--- src/rtl/stest_pkg.sv ---
package stest_pkg;

  typedef enum logic [2:0] {
    S_IDLE    = 3'd0,
    S_PENDING = 3'd1,
    S_RUN     = 3'd2,
    S_WAITCLR = 3'd3,
    S_REINIT  = 3'd4,
    S_READY   = 3'd5
  } st_state_e;

  typedef enum logic [1:0] {
    RES_NONE = 2'd0,
    RES_OK   = 2'd1,
    RES_BAD  = 2'd2
  } st_res_e;

  // Turn the engine outputs into a verdict code.
  function automatic st_res_e classify(input logic valid, input logic pass);
    if (!valid)    return RES_NONE;
    else if (pass) return RES_OK;
    else           return RES_BAD;
  endfunction

  // Flag pair {pass, fail} once the verdict is revealed.
  function automatic logic [1:0] reveal(input st_res_e res);
    case (res)
      RES_OK:  return 2'b10;
      RES_BAD: return 2'b01;
      default: return 2'b11;
    endcase
  endfunction

endpackage

--- src/rtl/stest_fsm.sv ---
module stest_fsm
  import stest_pkg::*;
(
  input  logic clk,
  input  logic rst_n,
  input  logic en,
  input  logic allowed,
  input  logic zeroize_req,
  input  logic eng_done,
  input  logic init_done,
  output logic ev_start,
  output logic ev_finish,
  output logic ev_show,
  output logic ev_ready,
  output logic eng_start,
  output logic init_req,
  output logic zeroize_go
);

  st_state_e state_q, state_d;
  logic      home_ready_q;
  logic      at_rest;
  logic      ev_zero;
  st_state_e home;

  assign at_rest   = (state_q == S_IDLE) || (state_q == S_READY);
  assign home      = home_ready_q ? S_READY : S_IDLE;
  assign ev_start  = (at_rest || state_q == S_PENDING) && en && allowed;
  assign ev_finish = (state_q == S_RUN) && eng_done;
  assign ev_show   = (state_q == S_WAITCLR) && !en;
  assign ev_ready  = (state_q == S_REINIT) && init_done;
  assign ev_zero   = at_rest && !en && zeroize_req;

  always_comb begin
    state_d = state_q;
    case (state_q)
      S_IDLE, S_READY: begin
        if (en) state_d = allowed ? S_RUN : S_PENDING;
      end
      S_PENDING: begin
        if (!en)         state_d = home;
        else if (allowed) state_d = S_RUN;
      end
      S_RUN:     if (eng_done)  state_d = S_WAITCLR;
      S_WAITCLR: if (!en)       state_d = S_REINIT;
      S_REINIT:  if (init_done) state_d = S_READY;
      default:   state_d = S_IDLE;
    endcase
  end

  always_ff @(posedge clk or negedge rst_n) begin
    if (!rst_n) begin
      state_q      <= S_IDLE;
      home_ready_q <= 1'b0;
      eng_start    <= 1'b0;
      init_req     <= 1'b0;
      zeroize_go   <= 1'b0;
    end else begin
      state_q    <= state_d;
      eng_start  <= ev_start;
      init_req   <= ev_show;
      zeroize_go <= ev_zero;
      if (ev_ready) home_ready_q <= 1'b1;
    end
  end

  assert_start_pulse_R2: assert property (@(posedge clk) disable iff (!rst_n)
    eng_start |=> !eng_start);

  assert_start_gated_R3: assert property (@(posedge clk) disable iff (!rst_n)
    eng_start |-> ($past(allowed) && $past(en)));

  assert_zero_idle_R10: assert property (@(posedge clk) disable iff (!rst_n)
    zeroize_go |-> !$past(en));

  assert_init_pulse_R8: assert property (@(posedge clk) disable iff (!rst_n)
    init_req |=> !init_req);

endmodule

--- src/rtl/stest_flags.sv ---
module stest_flags
  import stest_pkg::*;
(
  input  logic clk,
  input  logic rst_n,
  input  logic ev_start,
  input  logic ev_finish,
  input  logic ev_show,
  input  logic ev_ready,
  input  logic eng_pass,
  input  logic eng_valid,
  output logic st_active,
  output logic st_running,
  output logic st_pass,
  output logic st_fail,
  output logic busy
);

  st_res_e    res_q;
  logic [1:0] shown;

  assign shown = reveal(res_q);

  always_ff @(posedge clk or negedge rst_n) begin
    if (!rst_n) begin
      st_active  <= 1'b0;
      st_running <= 1'b0;
      st_pass    <= 1'b0;
      st_fail    <= 1'b0;
      busy       <= 1'b0;
      res_q      <= RES_NONE;
    end else begin
      if (ev_start) begin
        st_active  <= 1'b1;
        st_running <= 1'b1;
        st_pass    <= 1'b0;
        st_fail    <= 1'b0;
      end
      if (ev_finish) begin
        st_active <= 1'b0;
        st_pass   <= 1'b1;
        st_fail   <= 1'b1;
        res_q     <= classify(eng_valid, eng_pass);
      end
      if (ev_show) begin
        st_running <= 1'b0;
        busy       <= 1'b1;
        st_pass    <= shown[1];
        st_fail    <= shown[0];
      end
      if (ev_ready) busy <= 1'b0;
    end
  end

  assert_finish_both_R5: assert property (@(posedge clk) disable iff (!rst_n)
    $fell(st_active) |-> (st_pass && st_fail && st_running));

  assert_hold_flags_R8: assert property (@(posedge clk) disable iff (!rst_n)
    (busy && $past(busy)) |-> ($stable(st_pass) && $stable(st_fail)));

  assert_no_busy_run_R8: assert property (@(posedge clk) disable iff (!rst_n)
    !(busy && st_active));

  assert_fresh_start_R9: assert property (@(posedge clk) disable iff (!rst_n)
    $rose(st_active) |-> (!st_pass && !st_fail));

endmodule

--- src/rtl/stest_seq.sv ---
module stest_seq
  import stest_pkg::*;
(
  input  logic clk,
  input  logic rst_n,
  input  logic en,
  input  logic allowed,
  input  logic zeroize_req,
  input  logic eng_done,
  input  logic eng_pass,
  input  logic eng_valid,
  input  logic init_done,
  output logic eng_start,
  output logic init_req,
  output logic zeroize_go,
  output logic st_active,
  output logic st_running,
  output logic st_pass,
  output logic st_fail,
  output logic busy
);

  logic ev_start, ev_finish, ev_show, ev_ready;

  stest_fsm u_fsm (
    .clk         (clk),
    .rst_n       (rst_n),
    .en          (en),
    .allowed     (allowed),
    .zeroize_req (zeroize_req),
    .eng_done    (eng_done),
    .init_done   (init_done),
    .ev_start    (ev_start),
    .ev_finish   (ev_finish),
    .ev_show     (ev_show),
    .ev_ready    (ev_ready),
    .eng_start   (eng_start),
    .init_req    (init_req),
    .zeroize_go  (zeroize_go)
  );

  stest_flags u_flags (
    .clk        (clk),
    .rst_n      (rst_n),
    .ev_start   (ev_start),
    .ev_finish  (ev_finish),
    .ev_show    (ev_show),
    .ev_ready   (ev_ready),
    .eng_pass   (eng_pass),
    .eng_valid  (eng_valid),
    .st_active  (st_active),
    .st_running (st_running),
    .st_pass    (st_pass),
    .st_fail    (st_fail),
    .busy       (busy)
  );

  assert_zero_blocked_R4: assert property (@(posedge clk) disable iff (!rst_n)
    st_running |-> !zeroize_go);

  assert_busy_with_init_R8: assert property (@(posedge clk) disable iff (!rst_n)
    $rose(busy) |-> init_req);

  assert_start_with_active_R2: assert property (@(posedge clk) disable iff (!rst_n)
    eng_start |-> (st_active && st_running));

endmodule

--- config.mk ---
export PLATFORM = sky130hd
export DESIGN_NAME = stest_seq
export DESIGN_NICKNAME = d
export VERILOG_FILES = /design/src/rtl/stest_pkg.sv /design/src/rtl/stest_fsm.sv /design/src/rtl/stest_flags.sv /design/src/rtl/stest_seq.sv
export SDC_FILE = /design/constraint.sdc
export NUM_CORES = 1
export LEC_CHECK = 0
export BUFFER_PORTS_ARGS = -buffer_cell sky130_fd_sc_hd__buf_2
export CAP_MARGIN = 30
export CORE_UTILIZATION = 50
export CTS_CLUSTER_SIZE = 16
export DETAILED_ROUTE_END_ITERATION = 8
export PLACE_DENSITY = 0.75
export SKIP_CTS_REPAIR_TIMING = 1
export SYNTH_ARGS = -nofsm -noshare
export SYNTH_HDL_FRONTEND = slang
export SYNTH_SLANG_ARGS = --single-unit
--- constraint.sdc ---
create_clock -name clk -period 1.6 [get_ports clk]
set_clock_uncertainty 0.15 [all_clocks]
set_input_delay 0.32 -clock clk [delete_from_list [all_inputs] [get_ports clk]]
set_output_delay 0.32 -clock clk [all_outputs]
set_load 0.05 [all_outputs]
=== Word-level counts from Yosys, hierarchy flattened ===
Cells that the tools add are included.

* Output and inout port bits: 8
* Flip-flop bits (word level): 14
* Input port bits: 9
* Logic and storage cells: 61

* Reductions and logical operators: 17
* Equality and inequality tests: 12
* Muxes and demuxes: 21

{| class="wikitable"
|+ Operators with widths
! operator !! number
|-
| 2-to-1 mux 3 bit || 7
|-
| case mux 3 bit (5 select lines) || 1
|-
| 2-to-1 mux 1 bit || 9
|-
| != test 2 bit, second input constant || 4
|-
| logical AND 1 bit || 7
|-
| equality test 3 x 2 -> 1 bit, second input constant || 2
|-
| equality test 3 bit, second input constant || 2
|-
| 2-to-1 mux 2 bit || 3
|-
| nonzero test 2 bit || 3
|-
| AND reduction 5 bit || 1
|-
| case mux 2 bit (2 select lines) || 1
|-
| equality test 3 x 1 -> 1 bit, second input constant || 1
|-
| logical NOT 3 bit || 1
|-
| != test 3 bit, second input constant || 1
|-
| nonzero test 3 bit || 1
|-
| equality test 2 x 1 -> 1 bit, second input constant || 1
|-
| equality test 2 bit, second input constant || 1
|-
| logical OR 1 bit || 2
|-
| OR reduction 2 bit || 1
|-
| logical NOT 1 bit || 1
|}

=== Logic depth before layout (Yosys ltp) ===
* Depth after elaboration: 8
* Depth in mapped cells: 6

=== Hierarchy ===
Synthesis repeated with hierarchy kept, for this count alone.

* Cell total of the unflattened synthesis: 64
* Area, all modules: 680.7 um^2

{| class="wikitable"
|+ Modules (own cells, without submodules)
! module !! seq. area each (um^2) !! instances !! cells an instance !! area an instance (um^2)
|-
| stest_fsm || 175.2 || 1 || 40 || 416.6
|-
| stest_flags || 175.2 || 1 || 24 || 264.0
|}

=== Worst setup path before layout ===
OpenSTA, ideal clock, no wires.

* Path kind: register to register
* From: register u_fsm.state_q[2]
* To: register u_fsm.state_q[0]
* Data arrival time: 1052 ps
* Stages on the path, launching flop included: 6
* Path buffers: 1
* Library setup time: 128 ps
* Clock period less this slack: 1331 ps
* Data required time: 1322 ps
* Slack: 269 ps
* Cells stage by stage: dfrtp_1 buf_6 inv_2 or3_1 a21oi_1 a21oi_1

* Longest elaborated chain between the ends: 4

{| class="wikitable"
|+ RTL lines
! what !! RTL line !! source
|-
| start: declaration || stest_fsm.sv:20 || <nowiki>st_state_e state_q, state_d;</nowiki>
|-
| start signal: assignment || stest_fsm.sv:59 || <nowiki>state_q <= state_d;</nowiki>
|-
| equality test 3 bit / logical NOT 3 bit (equally long branches) || stest_fsm.sv:36 || <nowiki>case (state_q)</nowiki>
|-
| OR reduction 2 bit || stest_fsm.sv:36 ||
|-
| != test 2 bit (no source line) || -- ||
|-
| AND reduction 5 bit (no source line) || -- ||
|}

Several ways; a longest one is shown, not always the timed one.
A chain may end at the register's enable or synchronous reset.

=== Worst setup path after layout ===
Same ends and word-level chain as after synthesis.

==> results.txt <==
The flow ran to the end, and the final reports show no timing, DRC or antenna violations. The routed length per placed instance is between 10 and 15 microns. The cell area after placement is slightly below 800 sq um.

In this run the remaining antenna-violating nets after routing total 0. The post-synthesis sequential area ratio is 0.504. The number of global-route vias before repair is 453. In the global route stage, met3 resource usage came out at 0.0341. The initial antenna violation count came out at 0. The design area came out at 807 sq um.

A synthesized cell averages between 10 and 15 sq um. The sequential cell area in the final layout came out at 350 sq um. The total routing usage reported by global routing is 0.192. The combined area of all synthesized cells came out at slightly below 700 sq um. At the end of the flow, the number of nets in the layout was between 90 and 100. The maximum fanout count along the critical path came out at 11.

The detailed router finished its first iteration with 16 violations. The switching part of the total came out at 0.482. The clock-pin slew on the worst setup and hold paths came out at 80 ps. The required time of the worst setup path is between 1500 and 2000 ps.

The die covers 0.00154 sq mm. Data arrives at the worst endpoint at ~1500 ps. The cell total after placement came out at 97. The clock passes through at most 2 buffers. The gate count of the mapped netlist came out at a little under 70. The met2 capacity usage during global routing came out at 0.283. The count of buffers added on input and output ports is 16. The post-DP HPWL came out at ~940 microns. In the final layout, the multi-input gates occupy 299 sq um. The final sum of negative setup slack came out at 0 ps. The clock tree root driver cell is clkbuf_4.

The detailed router placed between 500 and 600 vias in this run. Summed over all instances, the cell type with the most area after synthesis is dfrtp_1. The number of inserted diodes came out at 0. The number of levels the H-tree was split into came out at 1.

The library cell used most frequently in the layout, excluding fill and tap cells, is buf_2. The total core area came out at between 0.001 and 0.0015 sq mm. The share of total power dissipated in sequential elements is 0.405. The clock net sink count is 14. The power per cell area came out at roughly 2000 mW/mm^2.

The clock insertion delay at the later pin of the skew report is 280 ps. The number of max-cap violations came out at 0. The filler cell count in the final layout came out at about 120. The final global-route overflow total came out at 0. The final setup violation count came out at 0. The proportion of power drawn by combinational gates came out at 0.471. Leaving out fill and tap cells, the most frequent cells in the layout are buf_2, dfrtp_1, nand2_1. The worst ir drop on vdd came out at approximately 1.1 mV. Routability-driven placement finished with a final weighted congestion of 0.891. The starting density of the core came out at 0.535.

The count of pins on the block boundary is 17. The register bit total from synthesis is 14. The standby leakage power came out at between 0.0003 and 0.0004 uW. After global routing, the most crowded layer is met2. The maximum operating frequency is roughly 0.66 GHz. The via density per instance is around 5.3. STA classifies the critical path endpoint as a flip-flop. The transition time at the pin with the least slew margin came out at between 400 and 500 ps. The first detailed-routing pass ran for 4 iterations. The number of library cell types mapped by synthesis came out at 29. The routed wire length came out at about 1200 microns. The number of CTS-inserted buffers is 3.

The internal cell power came out at 829 uW. The time the final worst path needs with I/O delays and setup came out at approximately 1500 ps. The fraction of synthesized cell area taken by the top area cell type came out at 0.504.

The width of the chip is a little under 40 microns. The hold violation count in the final report is 0. The power spent charging and discharging nets came out at 772 uW. The worst min-delay path category is input pin to flip-flop. After floorplanning, the core was divided into 13 placement rows. The first-pass GRT wire length came out at 1950 microns.

The final clock period utilization by the worst path came out at 0.940. By area the synthesized netlist is led by dfrtp_1, o21ai_0, nand2_1, buf_6, nor2b_1. The die is about 39 microns tall. The share of final-layout standard cells stronger than drive strength 1 came out at 0.302. Setup repair after global routing left no endpoint under its margin. Of the total power, the clock network draws 0.124. The synthesized net count came out at 77. The area overhead of the layout relative to synthesis came out at 16.0%. The Yosys step of the flow raised 0 warnings. TritonCTS built the clock tree. For this run, design rule violations remaining after detail routing come to 0. The category of the most critical setup path is flip-flop to flip-flop.

The maximum number of pins on one net before global-route repair is 15. The final-report max-slew violation count came out at 0. In this run the tightest slew margin relative to its limit is 0.725. STA classifies the critical path startpoint as a flip-flop. The met1 usage in global routing is 0.275. Excluding fillers, the count of instances in the completed layout stands at just over 100.
-- area by class of cell --
cell class	instances	area share
sequential	14	0.434
multi-input combinational	46	0.371
timing repair buffer	18	0.121
clock buffer	3	0.0279
inverter	5	0.0233
tap	15	0.0233
-- Yosys cell counts --
master and instances:
a21boi_0 1, nor2b_1 3, nor2_2 1, inv_1 4, or3_1 1, nor3_1 1, nor2_1 4, a22o_1 1
nand3_2 1, dfrtp_1 14, a21oi_1 3, o21ai_0 6, nand2_1 8, o21a_1 1, o32ai_1 1, a32oi_1 2
mux2i_1 1, o21bai_1 1, nor4b_1 1, o2111ai_2 1, nor3b_4 1, buf_2 1, nand3b_1 1, o2bb2ai_1 1
inv_2 1, buf_6 2, nand2b_4 1, nand2b_1 2, nand3_1 2
-- state kept, by name (all words and copies together) (netlist names) --
name,cells
u_fsm.zeroize_go,1
u_fsm.state_q,3
u_flags.st_active,1
u_flags.st_pass,1
u_fsm.home_ready_q,1
u_flags.st_running,1
u_flags.res_q,2
u_fsm.eng_start,1
u_fsm.init_req,1
u_flags.busy,1
u_flags.st_fail,1
-- logic make-up (layout without fill, tap and decap cells) --
group                  after synthesis  after routing  share of synthesized area
AND/OR/NAND/NOR                     27             27                      0.234
AO/OA/AOI/OAI                       18             18                      0.182
flip-flops                          14             14                      0.504
buffers and inverters                8             26                     0.0665
multiplexers                         1              1                     0.0144
-- metrics by stage --
step                hold slack [ps]  setup WS, ps   util  power (uW)
floorplan                      -126           269      -        1280
global placement               80.2           177  0.595        1380
detailed placement             76.0           108  0.595        1410
CTS                            -223          99.8  0.613        1600
global route                    152          4.83  0.620        1720
finish                          142          95.5  0.620        1600
-- power groups by stage --
stage | clock, uW | combinational (uW) | sequential [uW]
6_report | 199 | 754 | 648
5_1_grt | 220 | 832 | 667
4_1_cts | 200 | 757 | 648
3_5_place_dp | 0 | 754 | 656
3_3_place_gp | 0 | 738 | 646
2_1_floorplan | 0 | 455 | 825
-- routing by layer --
| layer | wire length (microns) | vias up |
|---|---|---|
| met5 | 0 | - |
| met2 | 589 | 11 |
| met1 | 593 | 247 |
| met3 | 39 | 3 |
| li1 | - | 274 |
| met4 | 24 | 0 |
-- worst max-delay path, stage by stage, from the launching register on --
cell and delay, ps:
dfrtp_1 600, inv_2 90, or3_1 360, a21oi_1 130
a21oi_1 60
-- worst paths after layout --
kind	start	end	slack, ps	depth (start not counted)
worst max-delay path	u_fsm.state_q[2]	u_fsm.state_q[0]	100	4
worst min-delay path	eng_valid	u_flags.res_q[0]	140	3
worst max register to register	u_fsm.state_q[2]	u_fsm.state_q[0]	100	4
worst min register to register	u_flags.busy	u_flags.busy	340	2
max in group asynchronous	rst_n	u_fsm.home_ready_q	770	2
min in group asynchronous	rst_n	u_fsm.zeroize_go	300	2
Note: power is estimated with default switching activity, not from simulation.
